`src/rtl/rbq_pkg.sv`:
```
package rbq_pkg;
  localparam logic [7:0] ADDR_CTRL  = 8'h00;
  localparam logic [7:0] ADDR_RXCFG = 8'h10;
  localparam logic [7:0] ADDR_DATA  = 8'h20;
  localparam logic [7:0] ADDR_IEN   = 8'h2C;
  localparam logic [7:0] ADDR_STAT  = 8'h30;
  localparam logic [7:0] ADDR_SAMP  = 8'h34;

  // flag positions shared by the enable and status words
  localparam int BIT_OVF   = 0;
  localparam int BIT_PKT   = 1;
  localparam int BIT_AVAIL = 4;

  typedef struct packed {
    logic push;
    logic pop;
  } fifoStrobe_t;
endpackage

```
`src/rtl/rbq_fifo.sv`:
```
module rbq_fifo
  import rbq_pkg::*;
#(
  parameter int DEPTH  = 16,
  parameter int DATA_W = 8,
  localparam int PTR_W = $clog2(DEPTH),
  localparam int CNT_W = $clog2(DEPTH + 1)
) (
  input  logic              clk,
  input  logic              rstN,
  input  fifoStrobe_t       strobe,
  input  logic [DATA_W-1:0] pushData,
  output logic [DATA_W-1:0] headData,
  output logic [CNT_W-1:0]  count,
  output logic              full,
  output logic              empty
);
  logic [DATA_W-1:0] mem [DEPTH];
  logic [PTR_W-1:0]  wrPtr, rdPtr;

  function automatic logic [PTR_W-1:0] nextPtr(input logic [PTR_W-1:0] p);
    return (p == PTR_W'(DEPTH - 1)) ? '0 : p + 1'b1;
  endfunction

  always_ff @(posedge clk) begin
    if (strobe.push) mem[wrPtr] <= pushData;
  end

  always_ff @(posedge clk) begin
    if (!rstN) begin
      wrPtr <= '0;
      rdPtr <= '0;
      count <= '0;
    end else begin
      if (strobe.push) wrPtr <= nextPtr(wrPtr);
      if (strobe.pop)  rdPtr <= nextPtr(rdPtr);
      case ({strobe.push, strobe.pop})
        2'b10:   count <= count + 1'b1;
        2'b01:   count <= count - 1'b1;
        default: count <= count;
      endcase
    end
  end

  assign full     = (count == CNT_W'(DEPTH));
  assign empty    = (count == '0);
  assign headData = empty ? '0 : mem[rdPtr];

  assert_count_bound_R3: assert property (@(posedge clk) disable iff (!rstN)
    count <= CNT_W'(DEPTH));
  assert_no_pop_empty_R9: assert property (@(posedge clk) disable iff (!rstN)
    strobe.pop |-> !empty);
  assert_push_grows_R3: assert property (@(posedge clk) disable iff (!rstN)
    (strobe.push && !strobe.pop) |=> count == $past(count) + 1'b1);
  assert_both_hold_R10: assert property (@(posedge clk) disable iff (!rstN)
    (strobe.push && strobe.pop) |=> count == $past(count));
endmodule

```
`src/rtl/rbq_ctrl.sv`:
```
module rbq_ctrl
  import rbq_pkg::*;
#(
  parameter int DEPTH  = 16,
  parameter int DATA_W = 8,
  parameter int LVL_W  = 4,
  localparam int CNT_W = $clog2(DEPTH + 1),
  localparam int TH_W  = CNT_W + 1,
  localparam int BUS_W = 32
) (
  input  logic              clk,
  input  logic              rstN,
  input  logic              pushValid,
  input  logic              pktEnd,
  input  logic              busWrite,
  input  logic              busRead,
  input  logic [7:0]        busAddr,
  input  logic [BUS_W-1:0]  busWdata,
  input  logic [DATA_W-1:0] headData,
  input  logic [CNT_W-1:0]  count,
  input  logic              full,
  input  logic              empty,
  output fifoStrobe_t       strobe,
  output logic [BUS_W-1:0]  busRdata,
  output logic              irq,
  output logic              cfgEnable,
  output logic              cfgRxEnable,
  output logic [1:0]        cfgMode,
  output logic              cfgInvert,
  output logic [5:0]        cfgNoise,
  output logic [7:0]        cfgIdle
);
  logic             enOvf, enPkt, enAvail;
  logic [LVL_W-1:0] trigLvl;
  logic             flagOvf, flagPkt, flagAvail;

  logic             enabled, popHit, ovfEvent, pktEvent, availEvent;
  logic             wrCtrl, wrRxcfg, wrIen, wrStat, wrSamp;
  logic [TH_W-1:0]  nextCount, threshold;

  assign enabled  = cfgEnable && cfgRxEnable;
  assign popHit   = busRead && (busAddr == ADDR_DATA) && !empty;
  assign strobe.pop  = popHit;
  assign strobe.push = enabled && pushValid && (!full || popHit);

  assign ovfEvent   = enabled && pushValid && full && !popHit;
  assign pktEvent   = enabled && pktEnd;
  assign nextCount  = TH_W'(count) + TH_W'(strobe.push) - TH_W'(popHit);
  assign threshold  = TH_W'(trigLvl) + TH_W'(1);
  assign availEvent = strobe.push && (nextCount >= threshold);

  assign wrCtrl  = busWrite && (busAddr == ADDR_CTRL);
  assign wrRxcfg = busWrite && (busAddr == ADDR_RXCFG);
  assign wrIen   = busWrite && (busAddr == ADDR_IEN);
  assign wrStat  = busWrite && (busAddr == ADDR_STAT);
  assign wrSamp  = busWrite && (busAddr == ADDR_SAMP);

  always_ff @(posedge clk) begin
    if (!rstN) begin
      cfgEnable   <= 1'b0;
      cfgRxEnable <= 1'b0;
      cfgMode     <= '0;
      cfgInvert   <= 1'b0;
      cfgNoise    <= '0;
      cfgIdle     <= '0;
      enOvf       <= 1'b0;
      enPkt       <= 1'b0;
      enAvail     <= 1'b0;
      trigLvl     <= '0;
    end else begin
      if (wrCtrl) begin
        cfgEnable   <= busWdata[0];
        cfgRxEnable <= busWdata[1];
        cfgMode     <= busWdata[5:4];
      end
      if (wrRxcfg) cfgInvert <= busWdata[2];
      if (wrSamp) begin
        cfgNoise <= busWdata[7:2];
        cfgIdle  <= busWdata[15:8];
      end
      if (wrIen) begin
        enOvf   <= busWdata[BIT_OVF];
        enPkt   <= busWdata[BIT_PKT];
        enAvail <= busWdata[BIT_AVAIL];
        trigLvl <= busWdata[8 +: LVL_W];
      end
    end
  end

  // sticky flags: a new event outranks a clear in the same cycle
  always_ff @(posedge clk) begin
    if (!rstN) begin
      flagOvf   <= 1'b0;
      flagPkt   <= 1'b0;
      flagAvail <= 1'b0;
    end else begin
      flagOvf   <= (flagOvf   && !(wrStat && busWdata[BIT_OVF]))   || ovfEvent;
      flagPkt   <= (flagPkt   && !(wrStat && busWdata[BIT_PKT]))   || pktEvent;
      flagAvail <= (flagAvail && !(wrStat && busWdata[BIT_AVAIL])) || availEvent;
    end
  end

  assign irq = (flagOvf && enOvf) || (flagPkt && enPkt) || (flagAvail && enAvail);

  always_comb begin
    busRdata = '0;
    if (busRead) begin
      case (busAddr)
        ADDR_CTRL: begin
          busRdata[0]   = cfgEnable;
          busRdata[1]   = cfgRxEnable;
          busRdata[5:4] = cfgMode;
        end
        ADDR_RXCFG: busRdata[2] = cfgInvert;
        ADDR_DATA:  busRdata[DATA_W-1:0] = headData;
        ADDR_IEN: begin
          busRdata[BIT_OVF]    = enOvf;
          busRdata[BIT_PKT]    = enPkt;
          busRdata[BIT_AVAIL]  = enAvail;
          busRdata[8 +: LVL_W] = trigLvl;
        end
        ADDR_STAT: begin
          busRdata[BIT_OVF]   = flagOvf;
          busRdata[BIT_PKT]   = flagPkt;
          busRdata[BIT_AVAIL] = flagAvail;
          busRdata[13:8]      = 6'(count);
        end
        ADDR_SAMP: begin
          busRdata[7:2]  = cfgNoise;
          busRdata[15:8] = cfgIdle;
        end
        default: busRdata = '0;
      endcase
    end
  end

  assert_ovf_flag_R4: assert property (@(posedge clk) disable iff (!rstN)
    (enabled && pushValid && full && !popHit) |=> flagOvf);
  assert_irq_sticky_R8: assert property (@(posedge clk) disable iff (!rstN)
    (irq && !busWrite) |=> irq);
  assert_cfg_hold_R2: assert property (@(posedge clk) disable iff (!rstN)
    !busWrite |=> ($stable(cfgMode) && $stable(cfgIdle) && $stable(cfgNoise)));
  assert_disabled_hold_R11: assert property (@(posedge clk) disable iff (!rstN)
    (!enabled && !popHit) |=> count == $past(count));
  assert_empty_read_R9: assert property (@(posedge clk) disable iff (!rstN)
    (busRead && busAddr == ADDR_DATA && empty) |-> busRdata == '0);
  assert_clear_vs_event_R7: assert property (@(posedge clk) disable iff (!rstN)
    pktEvent |=> flagPkt);
endmodule

```
`src/rtl/rx_byte_queue.sv`:
```
module rx_byte_queue
  import rbq_pkg::*;
#(
  parameter int DEPTH  = 16,
  parameter int DATA_W = 8,
  parameter int LVL_W  = 4,
  localparam int CNT_W = $clog2(DEPTH + 1)
) (
  input  logic              clk,
  input  logic              rstN,
  input  logic              pushValid,
  input  logic [DATA_W-1:0] pushData,
  input  logic              pktEnd,
  input  logic              busWrite,
  input  logic              busRead,
  input  logic [7:0]        busAddr,
  input  logic [31:0]       busWdata,
  output logic [31:0]       busRdata,
  output logic              irq,
  output logic              cfgEnable,
  output logic              cfgRxEnable,
  output logic [1:0]        cfgMode,
  output logic              cfgInvert,
  output logic [5:0]        cfgNoise,
  output logic [7:0]        cfgIdle
);
  fifoStrobe_t       strobe;
  logic [DATA_W-1:0] headData;
  logic [CNT_W-1:0]  count;
  logic              full, empty;

  rbq_ctrl #(.DEPTH(DEPTH), .DATA_W(DATA_W), .LVL_W(LVL_W)) uCtrl (
    .clk(clk), .rstN(rstN), .pushValid(pushValid), .pktEnd(pktEnd),
    .busWrite(busWrite), .busRead(busRead), .busAddr(busAddr),
    .busWdata(busWdata), .headData(headData), .count(count),
    .full(full), .empty(empty), .strobe(strobe), .busRdata(busRdata),
    .irq(irq), .cfgEnable(cfgEnable), .cfgRxEnable(cfgRxEnable),
    .cfgMode(cfgMode), .cfgInvert(cfgInvert), .cfgNoise(cfgNoise),
    .cfgIdle(cfgIdle)
  );

  rbq_fifo #(.DEPTH(DEPTH), .DATA_W(DATA_W)) uFifo (
    .clk(clk), .rstN(rstN), .strobe(strobe), .pushData(pushData),
    .headData(headData), .count(count), .full(full), .empty(empty)
  );
endmodule

```
`config.mk`:
```
export PLATFORM = sky130hd
export DESIGN_NAME = rx_byte_queue
export DESIGN_NICKNAME = d
export VERILOG_FILES = /design/src/rtl/rbq_pkg.sv /design/src/rtl/rbq_fifo.sv /design/src/rtl/rbq_ctrl.sv /design/src/rtl/rx_byte_queue.sv
export SDC_FILE = /design/constraint.sdc
export NUM_CORES = 1
export LEC_CHECK = 0
export BUFFER_PORTS_ARGS = -buffer_cell sky130_fd_sc_hd__clkbuf_2
export CORE_ASPECT_RATIO = 1.2
export CORE_MARGIN = 2
export CORE_UTILIZATION = 60
export DETAILED_ROUTE_END_ITERATION = 8
export HOLD_SLACK_MARGIN = 0.02
export PLACE_DENSITY = 0.91
export REMOVE_ABC_BUFFERS = 1
export SLEW_MARGIN = 20
export SYNTH_ARGS = -nofsm -noshare
export SYNTH_HDL_FRONTEND = slang
export SYNTH_SLANG_ARGS = --single-unit
```
`constraint.sdc`:
```
create_clock -name clk -period 10.1 [get_ports clk]
set_input_delay 2.02 -clock clk [delete_from_list [all_inputs] [get_ports clk]]
set_output_delay 2.02 -clock clk [all_outputs]
set_load 0.005 [all_outputs]
```
Word level (Yosys, flattened, before mapping). Memory sizes are Yosys's and may differ from the RTL's. A register that Yosys moved wholly into a read port is not among the register bits. Cells that the tools add are included.

Flip-flop bits (word level): 42. Bits in writable memories: 128. Input port bits: 54. Output and inout bits: 52. Word-level logic and storage cells: 91. Memories kept: 1.

Add/subtract/negate cells: 7. Order comparisons: 1. Equality and inequality tests: 10. Muxes and demuxes: 18. Reduce and logical (&&, ||, !) cells: 38.

Memories: uFifo.mem (words 16, width 8, read ports 1, clocked after memory_dff 1, write ports 1, line rbq_fifo.sv:18) `logic [DATA_W-1:0] mem [DEPTH];`.

Operators with widths (number): $eq 8x6->1 const B (4); $logic_and 1x1->1 (23); $mux 16 (1); $mux 4 (4); $pmux 4 s3 (1); $pmux 5 s2 (1); $add 4x1->4 const B (2); $eq 4x4->1 const B (2); $eq 8x5->1 const B (1); $logic_not 8->1 (1); $mux 8 (1); $pmux 2 s2 (2); $pmux 2 s4 (1); $add 5x1->6 (1); $ge 6x6->1 (1); $logic_not 1->1 (6); $logic_or 1x1->1 (6); $pmux 1 s3 (2); $sub 6x1->6 (1); $add 4x1->5 const B (1); $add 5x1->5 const B (1); $eq 5x5->1 const B (1); $logic_not 5->1 (1); $pmux 1 s5 (1); other kinds (7) (8).

Depth between registers and ports, before layout. Gate-level depths: netlist (run 1).

Word-level depth: 10. Mapped depth: 17. Depth with buffers taken out: 17.

By module. Synthesis (run 1) repeated with hierarchy kept, for this count alone.

Cell total of the unflattened synthesis: 607. Area, all modules: 8124.0 sq um.

By module, submodules not included: rbq_fifo (times used 1, cells each 324, area each 5944.5 sq um, sequential area each 4184.0 sq um); rbq_ctrl (times used 1, cells each 283, area each 2179.6 sq um, sequential area each 580.6 sq um).

Worst setup path after synthesis (run 1). Ideal clock, no wire load.

Path type: input-to-output. Start: in busAddr[4]. End: out busRdata[11]. Arrival time: 3.377 ns. Required time: 8.080 ns. Path slack: 4.703 ns. Stages: 5. Path buffers: 1. Cell sequence: or4b_4 > nor4_4 > buf_6 > a22oi_1 > a21oi_1.

Cells in the longest elaborated chain, start to end: 3. Elaborated cells on any way between the ends: 5. Classes of those cells: eq/ne (3); mux (2).

RTL lines: from (decl) (line rx_byte_queue.sv:16) `input logic [7:0] busAddr,`; $eq 8x6->1 (line rbq_ctrl.sv:108) `case (busAddr)`; $pmux 4 s3 (*) (line rbq_ctrl.sv:108); $mux 16 (*) (line rbq_ctrl.sv:107) `if (busRead) begin`; to (decl) (line rx_byte_queue.sv:18) `output logic [31:0] busRdata,`.

Mark *: on every way between the ends. The rest lies on a longest branch, timed or not.

Worst setup path in the final report (run 1).
Start: in busAddr[4]. End: out busRdata[0].

Cells in the longest elaborated chain, start to end: 3. Elaborated cells on any way between the ends: 6. Classes of those cells: eq/ne (3); mux (2); reduce/logical (1).

RTL lines (line): $eq 8x6->1 / $logic_not 8->1 (equally long branches) (rbq_ctrl.sv:108); $pmux 2 s4 (*) (rbq_ctrl.sv:108); $mux 16 (*) (rbq_ctrl.sv:107).

Marks and branches as above.

==> impl_results.md, run 1 <==
* CTS tree: yes
* Avg Vias per Cell at 6.37
* Core Area at 12700 µm²
* CP Class: in2out
* CTS Buf Count at 17
* Worst hold path type: reg2reg
* Most used DFF post-synth: edfxtp_1
* Grt ovf at 0
* Synth warn at 0
* Final Skew at 0.0126 ns
* Fraction of the yosys area taken by sequential cells at 61.0%
* DIE HEIGHT at 129 µm
* Vias at 5249
* Drt first-iter violations at 633
* Worst path max stage delay at 0.71 ns
* Row Count at 45
* Pin count of the biggest net entering global routing at 43
* Sum of negative setup slack at 0 ns
* Share of layout cells above drive strength 1 at 24.5%
* Unrepaired setup endpoints after global routing: no
* Startpoint Class: primary input
* DR WL/cell at 22.5 µm
* GP Congestion at 0.987
* DP Wirelength at 12000 µm
* Ports at 106
* Remaining DRCs at 0
* Synthesized flop and latch total at 174
* Finished Layout Cells at 824
* Max FO, Critical Path at 16
* Pwr dens at 162 nW/µm²
* Cell Area, Synth at 7810 µm²
* Area growth syn-to-layout at 13.1%
* Routed Antenna Nets at 0
* Synth top area cells: edfxtp_1, dfxtp_1, mux4_2, ha_1, a21oi_1
* Antenna cell count at 0
* First-pass GRT wire length at 28400 µm
* Synth Area per Inst at 13.7 µm²
* Post-synthesis cell type count at 59
* Status: complete, no violations
* Clk slew on worst S/H paths at 0.07 ns
* Port Buffer Count at 73
* Final WS setup at 3.91 ns
* GRT Total Usage at 28.0%
* Area leader, netlist: edfxtp_1
* Clk_lat worst skew at 0.43 ns
* Max H-tree Level at 4
* CP most frequent cell: clkbuf_2
* Final Cycle Share at 61.3%
* EDFF count, synth at 128
* Root Driver: clkbuf_16
* Max Cap Viol at 0
* Post-CTS Setup Inserts at 0
* Initial core utilization at 61.7%
* Fillers at 802
* Fin nets at 724
* Final setup fails at 0
* Die W at 108 µm
* Peak VDD IR at 0.119 mV
* Pleak at 3.05 nW
* Worst-margin pin slew at 1.16 ns
* Slew Viols, Final at 0
* Initial antenna violation count at 0
* CP Cell Sequence: clkbuf_2 -> or4b_4 -> nor4_4 -> o21ai_0 -> o22ai_1 -> clkbuf_2
* Fin crit period at 6.19 ns
* Post-Syn Instances at 572
* Crit. End Element: output pin
* Worst path slowest cell: nor4_4
* CTS Buffer Depth at 2
* Worst Path Required at 8.08 ns
* Cells after DPL at 792
* Family with the most delay on the worst path: simple AND/OR/NAND/NOR gates
* Crit path DAT at 4.17 ns
* Clock sinks at 174
* FFs w/ async S/R, synth at 0%
* Hold Vio Cnt, Final at 0
* Post-synth top area share at 49.2%
* Crit path buffers/inverters at 2
* Fmax at 162 MHz
* Routed Wire Length at 18500 µm
* Die ar. at 14000 µm²
* Worst slack, placed at 3.92 ns
* Number of global-route vias before repair at 5112
* Number of gates resized after cts at 0
* Slew margin rel. at 22.1%
* Hold_buf cts at 0
* DRT Pass-1 Iters at 6
==> report_power, final <==
| group | internal, mW | switching (mW) | total [mW] |
|---|---|---|---|
| Combinational | 0.00716 | 0.0217 | 0.0289 |
| Sequential | 0.765 | 0.000145 | 0.765 |
| Clock | 0.351 | 0.289 | 0.641 |
| Total | 1.12 | 0.311 | 1.43 |
==> area by class of cell <==
| type | instances | area, µm² | share of cell area, % |
|---|---|---|---|
| timing repair buffer | 80 | 418 | 4.73 |
| multi-input combinational | 355 | 2790 | 31.6 |
| inverter | 19 | 76.3 | 0.864 |
| tap | 164 | 205 | 2.32 |
| clock inverter | 13 | 146 | 1.66 |
| clock buffer | 19 | 433 | 4.90 |
| sequential | 174 | 4770 | 54.0 |
==> through the flow <==
step	hold slack, ns	power (mW)	instance area [µm²]	util [%]
global route	0.507	1.47	8830	69.7
global placement	0.462	0.807	8250	65.2
finish	0.479	1.43	8830	69.7
floorplan	0.449	0.788	7630	-
detailed placement	0.468	0.809	8250	65.2
CTS	0.477	1.44	8830	69.7
==> Yosys cell counts (2+ instances only) <==
master and count:
buf_6 3, nand3_1 15, a211oi_1 5, buf_4 17, buf_2 4, nand2b_1 4, nor4_4 2, inv_1 16
mux4_2 32, nor2_1 35, fa_1 2, xnor2_1 4, nand2_1 60, ha_1 21, a31oi_1 4, o22ai_1 4
a32oi_1 4, o21ai_0 6, clkbuf_1 12, a22oi_1 6, buf_1 3, and3_1 2, xor2_1 6, nand2_2 3
mux2_2 5, o31ai_1 3, edfxtp_1 128, a21o_1 3, nor2b_1 6, a22o_1 4, nor3_1 10, mux2i_1 18
a21oi_1 46, nor4_1 3, and2_1 6, dfxtp_1 46, clkinv_1 2
==> kinds of logic (layout without fill, tap and decap cells) <==
logic type / count (synthesis) / after routing / share of synthesized area (%)
multiplexers: 55 / 55 / 12.3
buffers and inverters: 58 / 131 / 4.02
AND/OR/NAND/NOR: 158 / 158 / 10.2
other: 1 / 16 / 0.0480
flip-flops: 174 / 174 / 61.0
AO/OA/AOI/OAI: 93 / 93 / 7.51
XOR/XNOR: 10 / 10 / 1.12
adder cells (fa/ha/maj): 23 / 23 / 3.88
==> registers in the layout, summed over array words and instances, names as in the netlist, named ones only <==
register / flops
uCtrl.cfgInvert: 1
uCtrl.trigLvl: 4
uFifo.count: 5
uCtrl.enOvf: 1
uCtrl.cfgNoise: 6
uCtrl.cfgIdle: 8
uCtrl.flagPkt: 1
uCtrl.cfgEnable: 1
uCtrl.cfgRxEnable: 1
uCtrl.cfgMode: 2
uCtrl.enAvail: 1
uCtrl.enPkt: 1
uFifo.rdPtr: 4
uCtrl.flagOvf: 1
uCtrl.flagAvail: 1
uFifo.mem: 128
uFifo.wrPtr: 4
==> layout by cell type (no fill, tap or decap), types with 7 or more instances in the layout <==
master and count:
edfxtp_1 128, conb_1 16, clkbuf_2 73, ha_1 21
nand3_1 15, inv_1 16, dfxtp_1 45, clkbuf_16 17
nand2_1 60, a21oi_1 46, buf_4 7, mux2i_1 18
nor3_1 10, nor2_1 35, mux4_2 32
==> worst paths after layout <==
check	cells after the start	slack, ns	startpoint	endpoint
setup / recovery	6	3.91	busAddr[4]	busRdata[0]
hold / removal	2	0.48	uCtrl.cfgNoise[0]	uCtrl.cfgNoise[0]
setup reg to reg	17	6.36	uFifo.count[3]	uCtrl.flagAvail
hold reg to reg	2	0.48	uCtrl.cfgNoise[0]	uCtrl.cfgNoise[0]
==> layer usage <==
metal  GRT usage, %  up-vias  wire length, µm
met3           6.53       66             1580
met1           32.3     2564             6350
met2           48.5      335             9780
met5              0        -                0
li1               -     2284                -
met4           14.6        0              824
==> worst register-to-register path, stage by stage, from the launching register on <==
cell	delay [ns]
dfxtp_1	0.37
inv_1	0.10
ha_1	0.16
nor4b_1	0.33
nor3_2	0.10
nand2_2	0.24
clkinv_4	0.18
nand2_1	0.19
nand2_1	0.08
ha_1	0.24
fa_1	0.43
a21oi_1	0.14
o21ai_0	0.10
xor2_1	0.15
ha_1	0.31
a21oi_1	0.13
o21ai_0	0.09
o31a_1	0.27
Note: power is estimated with default switching activity, not from simulation.
==> inputs of run 2 (changes only) <==
CORE_UTILIZATION = 52   (was 60)
PLACE_DENSITY = 0.84   (was 0.91)
clock period = 5.5 ns   (was 10.1 ns; I/O delays follow)
==> impl_results.md, run 2 (synthesis results as in run 1) <==
* Slew Viols, Final at 0
* Sum of negative setup slack at 0 ns
* Vias at 5254
* Worst path slowest cell: nor4_4
* Final Cycle Share at 79.0%
* GP Congestion at 0.971
* Max reg flops at 128
* Routed Wire Length at 18700 µm
* Clk slew on worst S/H paths at 0.07 ns
* Biggest regs: uFifo.mem: 128 flops, uCtrl.cfgIdle: 8 flops, uCtrl.cfgNoise: 6 flops
* Crit. End Element: output pin
* CTS Buffer Depth at 2
* Worst path depth at 6
* First-pass GRT wire length at 28300 µm
* CTS Buf Count at 17
* Clk_lat worst skew at 0.43 ns
* Final setup fails at 0
* Fin nets at 724
* Avg Vias per Cell at 6.08
* Crit path DAT at 3.24 ns
* Drt first-iter violations at 555
* Row Count at 49
* Family with the most delay on the worst path: simple AND/OR/NAND/NOR gates
* Unrepaired setup endpoints after global routing: no
* Worst Path Required at 4.40 ns
* CTS tree: yes
* Fillers at 1103
* Routed Antenna Nets at 0
* Most common cell after layout, fill and taps aside: edfxtp_1
* Post-CTS Setup Inserts at 0
* Pleak at 3.05 nW
* Clock sinks at 174
* Max FO, Critical Path at 16
* Core Area at 14800 µm²
* Fin crit period at 4.34 ns
* Share of layout cells above drive strength 1 at 24.5%
* Crit path buffers/inverters at 2
* DIE HEIGHT at 138 µm
* Worst hold path type: reg2reg
* CP most frequent cell: clkbuf_2
* CP Cell Sequence: clkbuf_2 -> or4b_4 -> nor4_4 -> o21ai_0 -> o22ai_1 -> clkbuf_2
* DR WL/cell at 21.6 µm
* DRT Pass-1 Iters at 6
* Peak VDD IR at 0.226 mV
* Grt ovf at 0
* GRT Total Usage at 23.9%
* Ports at 106
* Number of gates resized after cts at 0
* Initial core utilization at 52.6%
* Die ar. at 16000 µm²
* Pin count of the biggest net entering global routing at 43
* Status: complete, no violations
* Reg2reg path depth at 17
* WHS at 0.468 ns
* Worst-margin pin slew at 1.05 ns
* Pwr dens at 298 nW/µm²
* Root Driver: clkbuf_16
* Worst path max stage delay at 0.71 ns
* Port Buffer Count at 73
* Hold path depth at 2
* Fmax at 230 MHz
* Die W at 116 µm
* Area growth syn-to-layout at 13.9%
* Startpoint Class: primary input
* Antenna cell count at 0
* Final Skew at 0.00730 ns
* CP Class: in2out
* Max Cap Viol at 0
* Max H-tree Level at 4
* Most frequent cells in the layout: edfxtp_1, clkbuf_2, nand2_1
* Number of global-route vias before repair at 5265
* Largest Register: uFifo.mem
* Hold Vio Cnt, Final at 0
* Remaining DRCs at 0
* Hold_buf cts at 0
* DP Wirelength at 12200 µm
* Initial antenna violation count at 0
* Slew margin rel. at 29.7%
## run 2: cell count changes in the layout (fill, tap and decap cells not counted)
cell,previous run,this run
clkinv_8,0,1
inv_8,5,2
dfxtp_2,1,0
bufinv_16,1,2
clkinv_2,0,2
inv_6,3,2
dfxtp_4,0,1
## run 2: metal layers
layer	vias up	share of wire, %	track usage, %
met1	2580	35	26.4
met4	0	3.7	10.7
met5	-	0	0
met2	334	53	43.1
met3	59	7.9	5.30
li1	2281	-	-
## run 2: final timing paths
| path | end | slack, ns | from |
|---|---|---|---|
| min | uCtrl.cfgIdle[6] | 0.47 | uCtrl.cfgIdle[6] |
| max | busRdata[0] | 1.16 | busAddr[7] |
| max reg2reg | uCtrl.flagAvail | 1.70 | uFifo.count[3] |
| min reg2reg | uCtrl.cfgIdle[6] | 0.47 | uCtrl.cfgIdle[6] |
## run 2: cell type report
cell class              count  area [µm²]  area share, %
clock inverters            13         160           1.80
well taps                 204         255           2.87
flip-flops and latches    174        4770           53.6
repair buffers             80         418           4.70
multi-input cells         355        2790           31.3
clock buffers              19         433           4.86
inverters                  19        76.3          0.858
## run 2: worst min-delay path: stages, from the launching register on
cell	delay [ns]
dfxtp_1	0.32
nand2_1	0.06
a21oi_1	0.05
## run 2: per-stage QoR
| stage | total power, mW | utilization, % | std cells | setup WS [ns] | instance area, µm² |
|---|---|---|---|---|---|
| after floorplan | 1.45 | - | 548 | 1.47 | 7630 |
| after global placement | 1.48 | 56.0 | 832 | 1.02 | 8300 |
| after detailed placement | 1.48 | 56.0 | 832 | 0.929 | 8300 |
| after CTS | 2.66 | 60.0 | 864 | 1.23 | 8900 |
| after global routing | 2.71 | 60.0 | 864 | 0.970 | 8900 |
| final | 2.65 | 60.0 | 864 | 1.16 | 8900 |
## run 2: power by group
| part | total, mW | switching [mW] | internal [mW] |
|---|---|---|---|
| clock | 1.20 | 0.515 | 0.682 |
| combinational | 0.0524 | 0.0392 | 0.0132 |
| sequential | 1.41 | 0.000265 | 1.40 |
==> inputs of run 3 (changes only) <==
ABC_AREA = 1   (was default)
clock period = 3.55 ns   (was 5.5 ns; I/O delays follow)
==> impl_results.md, run 3 <==
* Cells after DPL at 1107
* Total internal power at 3.32 mW
* CP Class: reg2reg
* CTS tree: yes
* Slew Viols, Final at 0
* DRT Pass-1 Iters at 9
* Area growth syn-to-layout at 14.6%
* Finished Layout Cells at 1139
* Unrepaired setup endpoints after global routing: no
* Routed Antenna Nets at 0
* Worst Path Required at 3.86 ns
* CP Cell Sequence: inv_1 -> ha_1 -> nand4_1 -> nand3_4 -> nand2_4 -> nand2_4 -> clkinv_4 -> ha_1 -> fa_1 -> a21oi_1 -> nor2_1 -> nor2_1 -> xor2_1 -> ha_1 -> nand2_1 -> nand4_1 -> nand2_1 -> a21oi_1
* Clock sinks at 174
* Root Driver: clkbuf_16
* DR WL/cell at 15.9 µm
* Pleak at 3.59 nW
* Crit path buffers/inverters at 2
* WHS at 0.464 ns
* Synth top area cells: edfxtp_1, dfxtp_1, nor2_1, o21ai_0, nand2_1
* Family with the most delay on the worst path: adder cells
* Largest Register: uFifo.mem
* Worst path max stage delay at 0.41 ns
* Combinational Power Share at 1.9%
* GP Congestion at 0.913
* DP Wirelength at 12300 µm
* Synth warn at 0
* Most frequent cells in the layout: edfxtp_1, nor2_1, nand2_1
* Crit. End Element: flip-flop
* Max FO, Critical Path at 10
* Status: complete, no violations
* Crit path DAT at 3.53 ns
* CTS Buf Count at 17
* Worst path slowest cell: fa_1
* Worst hold path type: reg2reg
* Worst hold endpoint: uCtrl.cfgNoise[5]
* Avg Vias per Cell at 5.41
* Sum of negative setup slack at 0 ns
* Post-Syn Instances at 836
* Peak VDD IR at 0.241 mV
* FF-to-FF End: uCtrl.flagAvail
* RR Startpoint: uFifo.count[3]
* Hold Vio Cnt, Final at 0
* EDFF count, synth at 128
* FFs w/ async S/R, synth at 0%
* Most used DFF post-synth: edfxtp_1
* Antenna cell count at 0
* DIE HEIGHT at 141 µm
* Slew margin rel. at 45.0%
* Synth Area in XOR/XNOR at 0.973%
* CP most frequent cell: ha_1
* Share of layout cells above drive strength 1 at 15.9%
* Final Cycle Share at 90.5%
* Startpoint Class: flip-flop
* Die W at 118 µm
* Grt ovf at 0
* Compound-gate portion of the synthesized area at 12.2%
* Number of gates resized after cts at 0
* Adder-cell area share of the yosys netlist at 3.74%
* Fraction of synthesized area in multiplexers at 0%
* Post-synthesis cell type count at 34
* Most frequent cell after synthesis: edfxtp_1
* Seq pwr share at 52.4%
* Die ar. at 16600 µm²
* Number of global-route vias before repair at 6164
* GRT Total Usage at 22.3%
* Port Buffer Count at 73
* Initial antenna violation count at 0
* Pwr dens at 448 nW/µm²
* Row Count at 50
* Biggest regs: uFifo.mem: 128 flops, uCtrl.cfgIdle: 8 flops, uCtrl.cfgNoise: 6 flops
* Combinational family with the most area after synthesis: simple AND/OR/NAND/NOR gates
* Remaining DRCs at 0
* Synthesized flop and latch total at 174
* Core Area at 15500 µm²
* Post-synth top area share at 47.5%
* CTS Buffer Depth at 2
* Hold_buf cts at 0
* Worst-margin pin slew at 0.821 ns
* Routed Wire Length at 18100 µm
* Fmax at 311 MHz
* Fraction of the yosys area taken by sequential cells at 58.8%
* Hold path depth at 2
* Cell Area, Synth at 8100 µm²
* Max reg flops at 128
* Min-delay src: uCtrl.cfgNoise[5]
* Switching Share at 20.2%
* Post-CTS Setup Inserts at 0
* Vias at 6166
* Area leader, netlist: edfxtp_1
* Initial core utilization at 52.4%
* Max H-tree Level at 4
* Synth Area per Inst at 9.69 µm²
* Pin count of the biggest net entering global routing at 81
* Most common cell after layout, fill and taps aside: edfxtp_1
* Post-synthesis simple-gate area fraction at 16.3%
* Clk network pwr share at 45.7%
* Final setup fails at 0
* Clk slew on worst S/H paths at 0.06 ns
* Final Skew at 0.0105 ns
* Fin crit period at 3.21 ns
* Ports at 106
* Clk_lat worst skew at 0.43 ns
* P_sw at 0.840 mW
* Reg2reg path depth at 18
* Worst R2R Setup Slack at 0.34 ns
* First-pass GRT wire length at 28900 µm
* Fin nets at 995
* Synth cell count leaders: edfxtp_1, nor2_1, nand2_1
* Max Cap Viol at 0
* Drt first-iter violations at 511
run 3: cell count changes in the layout (fill, tap and decap cells not counted), sizes merged, moves of 7 or more:
cell / previous run / this run
o211ai: 1 / 21
and2: 7 / 0
buf: 7 / 23
nor2: 35 / 121
inv: 21 / 98
nand2: 63 / 111
mux4: 32 / 0
a21oi: 46 / 58
o21ai: 6 / 90
mux2i: 18 / 0
nand3: 15 / 61
run 3: worst max path at each step:
| stage | slack, ns | endpoint | cells past startpoint | start |
|---|---|---|---|---|
| 2_1_floorplan | 0.09 | busRdata[3] | 7 | flip-flop |
| 6_report | 0.34 | uCtrl.flagAvail | 18 | uFifo.count[3] |
| 5_1_grt | 0.07 | uCtrl.flagAvail | 18 | uFifo.count[3] |
| 4_1_cts | 0.32 | uCtrl.flagAvail | 18 | uFifo.count[3] |
| 3_5_place_dp | 0.23 | uCtrl.flagAvail | 18 | busAddr[7] |
| 3_3_place_gp | 0.29 | uCtrl.flagAvail | 18 | busAddr[7] |
run 3: logic make-up after synthesis:
group / after synthesis
other cells: 1
buf+inv: 143
xor+xnor: 9
simple gates: 305
flops: 174
compound gates: 181
fa+ha+maj: 23
run 3: worst min-delay path: stages, from the launching register on:
cell     delay [ns]
dfxtp_1        0.31
inv_1          0.06
a21oi_1        0.05
run 3: routing by layer:
layer / track usage, % / up-vias / wire [µm]
met5: 0 / - / 0
met4: 10.7 / 0 / 501
met3: 5.26 / 42 / 1370
met2: 40.3 / 270 / 9340
met1: 24.6 / 2870 / 6930
li1: - / 2984 / -
run 3: per-stage QoR:
| step | utilization (%) | instance area (µm²) | setup WS (ns) | total power, mW |
|---|---|---|---|---|
| after floorplan | - | 7880 | 0.0913 | 2.25 |
| after global placement | 56.1 | 8680 | 0.294 | 2.30 |
| after detailed placement | 56.1 | 8680 | 0.235 | 2.30 |
| after CTS | 60.1 | 9280 | 0.323 | 4.17 |
| after global routing | 60.1 | 9280 | 0.0668 | 4.26 |
| final | 60.1 | 9280 | 0.338 | 4.16 |
run 3: final cells by class:
class                      count  area [µm²]
timing repair buffer          96         538
inverter                      95         362
tap                          208         260
multi-input combinational    534        2750
clock buffer                  18         429
clock inverter                14         179
fill                        1251        6170
sequential                   174        4770
run 3: power by group through the flow:
stage | Combinational, mW | Sequential [mW] | Clock, mW
floorplan | 0.0244 | 2.22 | 0
global placement | 0.0763 | 2.22 | 0
detailed placement | 0.0782 | 2.22 | 0
CTS | 0.0785 | 2.18 | 1.91
global route | 0.0891 | 2.18 | 2.00
finish | 0.0795 | 2.18 | 1.90
